### src/rtl/vtmr_pkg.sv
package vtmr_pkg;
    typedef enum logic [1:0] {
        SEL_CTRL = 2'd0,
        SEL_CMP  = 2'd1,
        SEL_DOWN = 2'd2,
        SEL_NONE = 2'd3
    } reg_sel_e;

    localparam int BIT_ON   = 0;
    localparam int BIT_MSK  = 1;
    localparam int BIT_STAT = 2;
    localparam int CTRL_W   = 3;
endpackage

### src/rtl/vtmr_regs.sv
module vtmr_regs
    import vtmr_pkg::*;
#(
    parameter int CNT_W  = 64,
    parameter int DOWN_W = 32
) (
    input  logic             clk,
    input  logic             rst_n,
    input  logic [CNT_W-1:0] cnt_i,
    input  logic             wr_en_i,
    input  logic [1:0]       sel_i,
    input  logic [CNT_W-1:0] wdata_i,
    output logic             on_o,
    output logic             msk_o,
    output logic [CNT_W-1:0] cmp_o
);
    localparam int EXT_W = CNT_W - DOWN_W;

    typedef struct packed {
        logic             on;
        logic             msk;
        logic [CNT_W-1:0] cmp;
    } regs_t;

    regs_t st_d, st_q;
    logic [CNT_W-1:0] down_ext;

    always_comb begin
        down_ext = {{EXT_W{wdata_i[DOWN_W-1]}}, wdata_i[DOWN_W-1:0]};
        st_d = st_q;
        if (wr_en_i) begin
            case (reg_sel_e'(sel_i))
                SEL_CTRL: begin
                    st_d.on  = wdata_i[BIT_ON];
                    st_d.msk = wdata_i[BIT_MSK];
                end
                SEL_CMP:  st_d.cmp = wdata_i;
                SEL_DOWN: st_d.cmp = cnt_i + down_ext;
                default:  ;
            endcase
        end
    end

    always_ff @(posedge clk) begin
        if (!rst_n) st_q <= '0;
        else        st_q <= st_d;
    end

    assign on_o  = st_q.on;
    assign msk_o = st_q.msk;
    assign cmp_o = st_q.cmp;

    // control write lands in the on and mask bits
    p_ctl_write_r2: assert property (@(posedge clk) disable iff (!rst_n)
        (wr_en_i && sel_i == 2'd0) |=> (on_o == $past(wdata_i[0]) && msk_o == $past(wdata_i[1])));

    // compare value holds when no write targets it
    p_cmp_hold_r10: assert property (@(posedge clk) disable iff (!rst_n)
        (!wr_en_i || sel_i == 2'd0 || sel_i == 2'd3) |=> $stable(cmp_o));

    // control bits only move on a control write
    p_ctl_hold_r3: assert property (@(posedge clk) disable iff (!rst_n)
        !(wr_en_i && sel_i == 2'd0) |=> ($stable(on_o) && $stable(msk_o)));
endmodule

### src/rtl/vtmr_fire.sv
module vtmr_fire #(
    parameter int CNT_W = 64
) (
    input  logic             clk,
    input  logic             rst_n,
    input  logic [CNT_W-1:0] cnt_i,
    input  logic [CNT_W-1:0] cmp_i,
    input  logic             on_i,
    input  logic             msk_i,
    output logic             stat_o,
    output logic             irq_o
);
    typedef struct packed {
        logic irq;
    } fire_t;

    fire_t fr_d, fr_q;
    logic  met;

    always_comb begin
        met       = (cnt_i >= cmp_i);
        stat_o    = on_i & met;
        fr_d.irq  = stat_o & ~msk_i;
    end

    always_ff @(posedge clk) begin
        if (!rst_n) fr_q <= '0;
        else        fr_q <= fr_d;
    end

    assign irq_o = fr_q.irq;

    // a mask seen in one cycle keeps the interrupt low in the next
    p_irq_masked_r5: assert property (@(posedge clk) disable iff (!rst_n)
        msk_i |=> !irq_o);

    // an off timer keeps the interrupt low in the next cycle
    p_irq_off_r6: assert property (@(posedge clk) disable iff (!rst_n)
        !on_i |=> !irq_o);

    // interrupt only rises after status was up
    p_irq_rise_r5: assert property (@(posedge clk) disable iff (!rst_n)
        $rose(irq_o) |-> $past(stat_o));
endmodule

### src/rtl/vtmr_core.sv
module vtmr_core
    import vtmr_pkg::*;
#(
    parameter int CNT_W  = 64,
    parameter int DOWN_W = 32
) (
    input  logic             clk,
    input  logic             rst_n,
    input  logic [CNT_W-1:0] cnt_i,
    input  logic             wr_en_i,
    input  logic [1:0]       sel_i,
    input  logic [CNT_W-1:0] wdata_i,
    output logic [CNT_W-1:0] rdata_o,
    output logic             irq_o
);
    localparam int HI_W = CNT_W - DOWN_W;

    logic             on, msk, stat;
    logic [CNT_W-1:0] cmp;
    logic [DOWN_W-1:0] down_lo;

    vtmr_regs #(.CNT_W(CNT_W), .DOWN_W(DOWN_W)) regs_i (
        .clk(clk), .rst_n(rst_n), .cnt_i(cnt_i), .wr_en_i(wr_en_i),
        .sel_i(sel_i), .wdata_i(wdata_i),
        .on_o(on), .msk_o(msk), .cmp_o(cmp)
    );

    vtmr_fire #(.CNT_W(CNT_W)) fire_i (
        .clk(clk), .rst_n(rst_n), .cnt_i(cnt_i), .cmp_i(cmp),
        .on_i(on), .msk_i(msk), .stat_o(stat), .irq_o(irq_o)
    );

    always_comb begin
        down_lo = cmp[DOWN_W-1:0] - cnt_i[DOWN_W-1:0];
        rdata_o = '0;
        case (reg_sel_e'(sel_i))
            SEL_CTRL: begin
                rdata_o[BIT_ON]   = on;
                rdata_o[BIT_MSK]  = msk;
                rdata_o[BIT_STAT] = stat;
            end
            SEL_CMP:  rdata_o = cmp;
            SEL_DOWN: rdata_o = {{HI_W{1'b0}}, down_lo};
            default:  rdata_o = '0;
        endcase
    end

    // with compare held and count stepping by one, the countdown view drops by one
    p_down_tracks_r7: assert property (@(posedge clk) disable iff (!rst_n)
        (sel_i == 2'd2 && $past(sel_i == 2'd2) && !$past(wr_en_i) && cnt_i == $past(cnt_i) + 1'b1)
        |-> rdata_o[DOWN_W-1:0] == $past(rdata_o[DOWN_W-1:0]) - 1'b1);

    // an off timer never shows status on a control read
    p_stat_off_r6: assert property (@(posedge clk) disable iff (!rst_n)
        (sel_i == 2'd0 && !rdata_o[0]) |-> !rdata_o[2]);
endmodule

### config.mk
export PLATFORM = sky130hd
export DESIGN_NAME = vtmr_core
export DESIGN_NICKNAME = d
export VERILOG_FILES = /design/src/rtl/vtmr_pkg.sv /design/src/rtl/vtmr_regs.sv /design/src/rtl/vtmr_fire.sv /design/src/rtl/vtmr_core.sv
export SDC_FILE = /design/constraint.sdc
export NUM_CORES = 1
export LEC_CHECK = 0
export ABC_AREA = 0
export BUFFER_PORTS_ARGS = -buffer_cell sky130_fd_sc_hd__buf_2
export CORE_AREA = 2 2 148 150
export DETAILED_ROUTE_END_ITERATION = 7
export DIE_AREA = 0 0 150 152
export GPL_TIMING_DRIVEN = 0
export PLACE_DENSITY = 0.7
export SLEW_MARGIN = 30
export SYNTH_ARGS = -nofsm -noshare
export SYNTH_HDL_FRONTEND = slang
export SYNTH_SLANG_ARGS = --single-unit
### constraint.sdc
create_clock -name clk -period 3.5 [get_ports clk]
set_input_delay 0 -clock clk [delete_from_list [all_inputs] [get_ports clk]]
set_output_delay 0 -clock clk [all_outputs]
set_load 0.01 [all_outputs]
==> flow_metrics.env <==
export IMPL_status="finished, violations left"
export IMPL_violations="negative hold slack"
export IMPL_cp_required_ps=3500
export IMPL_min_path_type="in -> reg"
export IMPL_area_growth_syn_to_layout_pct=17.99
export IMPL_cts_root_buf="clkbuf_16"
export IMPL_avgSynthCellArea_um2=7.156
export IMPL_nets=2012
export IMPL_fin_worst_skew_ps=5.660
export IMPL_max_freq_ghz=0.2925
export IMPL_ys_warn_count=0
export IMPL_gr_total_overflow=0
export IMPL_io_buffers=197
export IMPL_numCtsBuffers=9
export IMPL_met1_usage=0.4750
export IMPL_async_flop_share=0
export IMPL_grtUsageMet2=0.5323
export IMPL_yosysUniqueCellTypes=72
export IMPL_clk_insertion_delay_late_ps=360
export IMPL_nFillCells=2161
export IMPL_first_pass_iters=5
export IMPL_finish_instance_area_um2=12580
export IMPL_clockBufferDepth=2
export IMPL_dpl_hpwl_um=31730
export IMPL_final_util=0.5893
export IMPL_maxCapViolations=0
export IMPL_crit_path_cell_trace="ha_1 -> o21a_1 -> o21ai_0 -> or3b_1 -> a21o_1 -> a31oi_4 -> a31oi_4 -> o21ai_1 -> o2111ai_2 -> a2111oi_2 -> nand3b_1 -> buf_2"
export IMPL_antenna_found_initial=1
export IMPL_die_y_um=152
export IMPL_synth_edf_count=0
export IMPL_critPathMaxFanout=6
export IMPL_vias=12180
export IMPL_cts_max_level=3
export IMPL_yosys_register_bits=67
export IMPL_worst_setup_path_type="reg -> out"
export IMPL_ios=198
export IMPL_total_power_uw=3870
export IMPL_gp_congestion=1.084
export IMPL_clkTransAtPathRegs_ps=60
export IMPL_finalSetupViolations=0
export IMPL_ant_nets=0
export IMPL_drive_gt1_frac=0.1587
export IMPL_cts_tree="built"
export IMPL_grt_pass1_vias=11400
export IMPL_crit_top_cell="a31oi_4"
export IMPL_dieArea_um2=22800
export IMPL_initial_utilization=0.4994
export IMPL_wl_per_cell_um=20.06
export IMPL_grt_max_degree=35
export IMPL_syn_area_um2=10660
export IMPL_post_dp_cell_area_um2=12000
export IMPL_core_area_um2=21350
export IMPL_die_x_um=150
export IMPL_wirelength_um=40140
export IMPL_synthFlopType="dfxtp_1"
export IMPL_grt_usage=0.3443
export IMPL_fin_setup_tns_ps=0
export IMPL_cp_end_kind="primary output"
export IMPL_setup_ws_ps=81.30
export IMPL_syn_inst=1490
export IMPL_holdWs_ps=-5.715
export IMPL_power_density_nw_per_um2=307.6
export IMPL_std_cell_rows=54
export IMPL_busiest_layer="met2"
export IMPL_hold_violations=1
export IMPL_grt_pass1_wl_um=61880
export IMPL_crit_path_top_delay_cell="ha_1"
export IMPL_ys_seq_area_frac=0.1258
export IMPL_synth_net_count=1787
export IMPL_cp_start_kind="flip-flop"
export IMPL_drv_slew=0
export IMPL_slew_limit_headroom=0.2980
export IMPL_finalCritPeriodShare=0.9768
export IMPL_ir_drop_mv=0.2484
export IMPL_post_drt_via_cell_ratio=6.088
export IMPL_clock_sinks=67
export IMPL_drt_initial_drc_count=1148
export IMPL_min_period_ps=3419
export IMPL_cp_arrival_ps=3420
export IMPL_worst_slew_pin_slew_ps=1053
export IMPL_grt_setup_unrepaired="true"
export IMPL_total_leakage_power_uw=0.005901
export IMPL_drc=0
export IMPL_grt_use_met3=0.04535
export IMPL_max_stage_delay_ps=390
export IMPL_pre_cts_ws_ps=-245.9
## metrics by stage
| stage | std cells | hold WS, ps |
|---|---|---|
| after floorplan | 1490 | 147.5 |
| final | 2001 | -5.715 |
| after global placement | 1967 | 281.3 |
| after detailed placement | 1967 | 285.2 |
| after CTS | 1997 | 0.6954 |
| after global routing | 2001 | 6.074 |
## cell usage in the layout (no fill, tap or decap), types with 7 or more instances in the layout
master,count
o21a_1,9
dfxtp_1,67
and3_1,47
a211oi_1,39
ha_1,160
o21ai_0,76
nand2b_1,13
o211ai_1,11
a21o_1,58
nor2b_1,20
a22oi_1,12
nand3_1,27
inv_1,137
nor2_1,95
nor3_1,30
nand4_1,30
clkbuf_16,9
xor2_1,34
a21oi_1,166
dlygate4sd3_1,14
xnor2_1,53
o21ai_1,7
nand2_1,122
buf_1,7
and2_1,9
buf_2,211
clkbuf_1,57
o21bai_1,30
mux2i_1,28
a221oi_1,17
## worst paths after layout
path	slack (ps)	cells after the start	startpoint	end
worst max-delay path	80	12	regs_i.cmp_o[6]	rdata_o[31]
worst max register to register	820	11	regs_i.cmp_o[25]	fire_i.irq_o
worst min register to register	490	2	regs_i.on_o	regs_i.on_o
worst min-delay path	-6	3	wdata_i[33]	regs_i.cmp_o[33]
## registers in the layout, indices dropped and copies added, names as in the netlist
| register | cells |
|---|---|
| regs_i.on_o | 1 |
| regs_i.cmp_o | 64 |
| fire_i.irq_o | 1 |
| regs_i.msk_o | 1 |
## logic make-up after synthesis
family,synth area share
AND/OR/NAND/NOR,0.1957
buffers and inverters,0.07815
flip-flops,0.1258
XOR/XNOR,0.07146
AO/OA/AOI/OAI,0.3077
multiplexers,0.02734
adder cells (fa/ha/maj),0.1939
## synth_stat cells, types with 15 or more instances
master,count,area (um2)
mux2i_1,28,280.3
a211oi_1,39,292.8
xnor2_1,53,464.2
nor2_1,95,356.6
nand2_1,122,457.9
o21bai_1,30,225.2
inv_1,137,514.2
nor3_1,31,155.2
nand3_1,27,135.1
and3_1,47,294.0
dfxtp_1,67,1341
nor2b_1,20,125.1
xor2_1,34,297.8
nand4_1,30,187.7
a21oi_1,170,850.8
o21ai_0,78,390.4
a221oi_1,18,157.7
ha_1,162,2027
a21o_1,58,435.4
clkbuf_1,58,217.7
buf_2,15,75.07
## what timing repair did
| item | 4_1_cts | 5_1_grt |
|---|---|---|
| hold buffers | 14 | 0 |
| pin swaps | 3 | 8 |
| setup buffers | 1 | 3 |
| gates resized for setup | 8 | 14 |
| hold endpoints to repair | 10 | 0 |
| setup endpoints to repair | 10 | 11 |
## critical path: cells and delay by family (launching register included)
| kind | cells | cell delay [ps] |
|---|---|---|
| AOI/OAI and AO/OA | 8 | 1610 |
| and+or+nand+nor | 2 | 550 |
| adders and majority gates | 1 | 390 |
| DFF | 1 | 350 |
| buffers and inverters | 1 | 150 |
## cell type report
class / instances / area [um2] / share of cell area
multi-input combinational: 1206 / 8582 / 0.6821
sequential: 67 / 1341 / 0.1066
timing repair buffer: 215 / 1159 / 0.09209
inverter: 137 / 514.2 / 0.04088
tap: 280 / 350.3 / 0.02785
buffer: 79 / 315.3 / 0.02506
clock buffer: 9 / 225.2 / 0.01790
clock inverter: 7 / 91.34 / 0.007260
antenna: 1 / 2.502 / 0.0001989
## layer usage
metal / part of all wire / wire length [um] / up-vias
met5: 0 / 0 / -
met2: 0.44 / 17510 / 558
li1: - / - / 5833
met4: 0.042 / 1704 / 0
met3: 0.078 / 3114 / 102
met1: 0.44 / 17810 / 5690
## power by group
group / leakage, uW / internal, uW / total, uW / switching [uW]
combinational: 0.00519 / 757 / 1930 / 1180
sequential: 0.000552 / 828 / 894 / 66.2
clock: 0.000156 / 624 / 1040 / 419
total: 0.00590 / 2210 / 3870 / 1660
(Power assumes the default switching activity.)
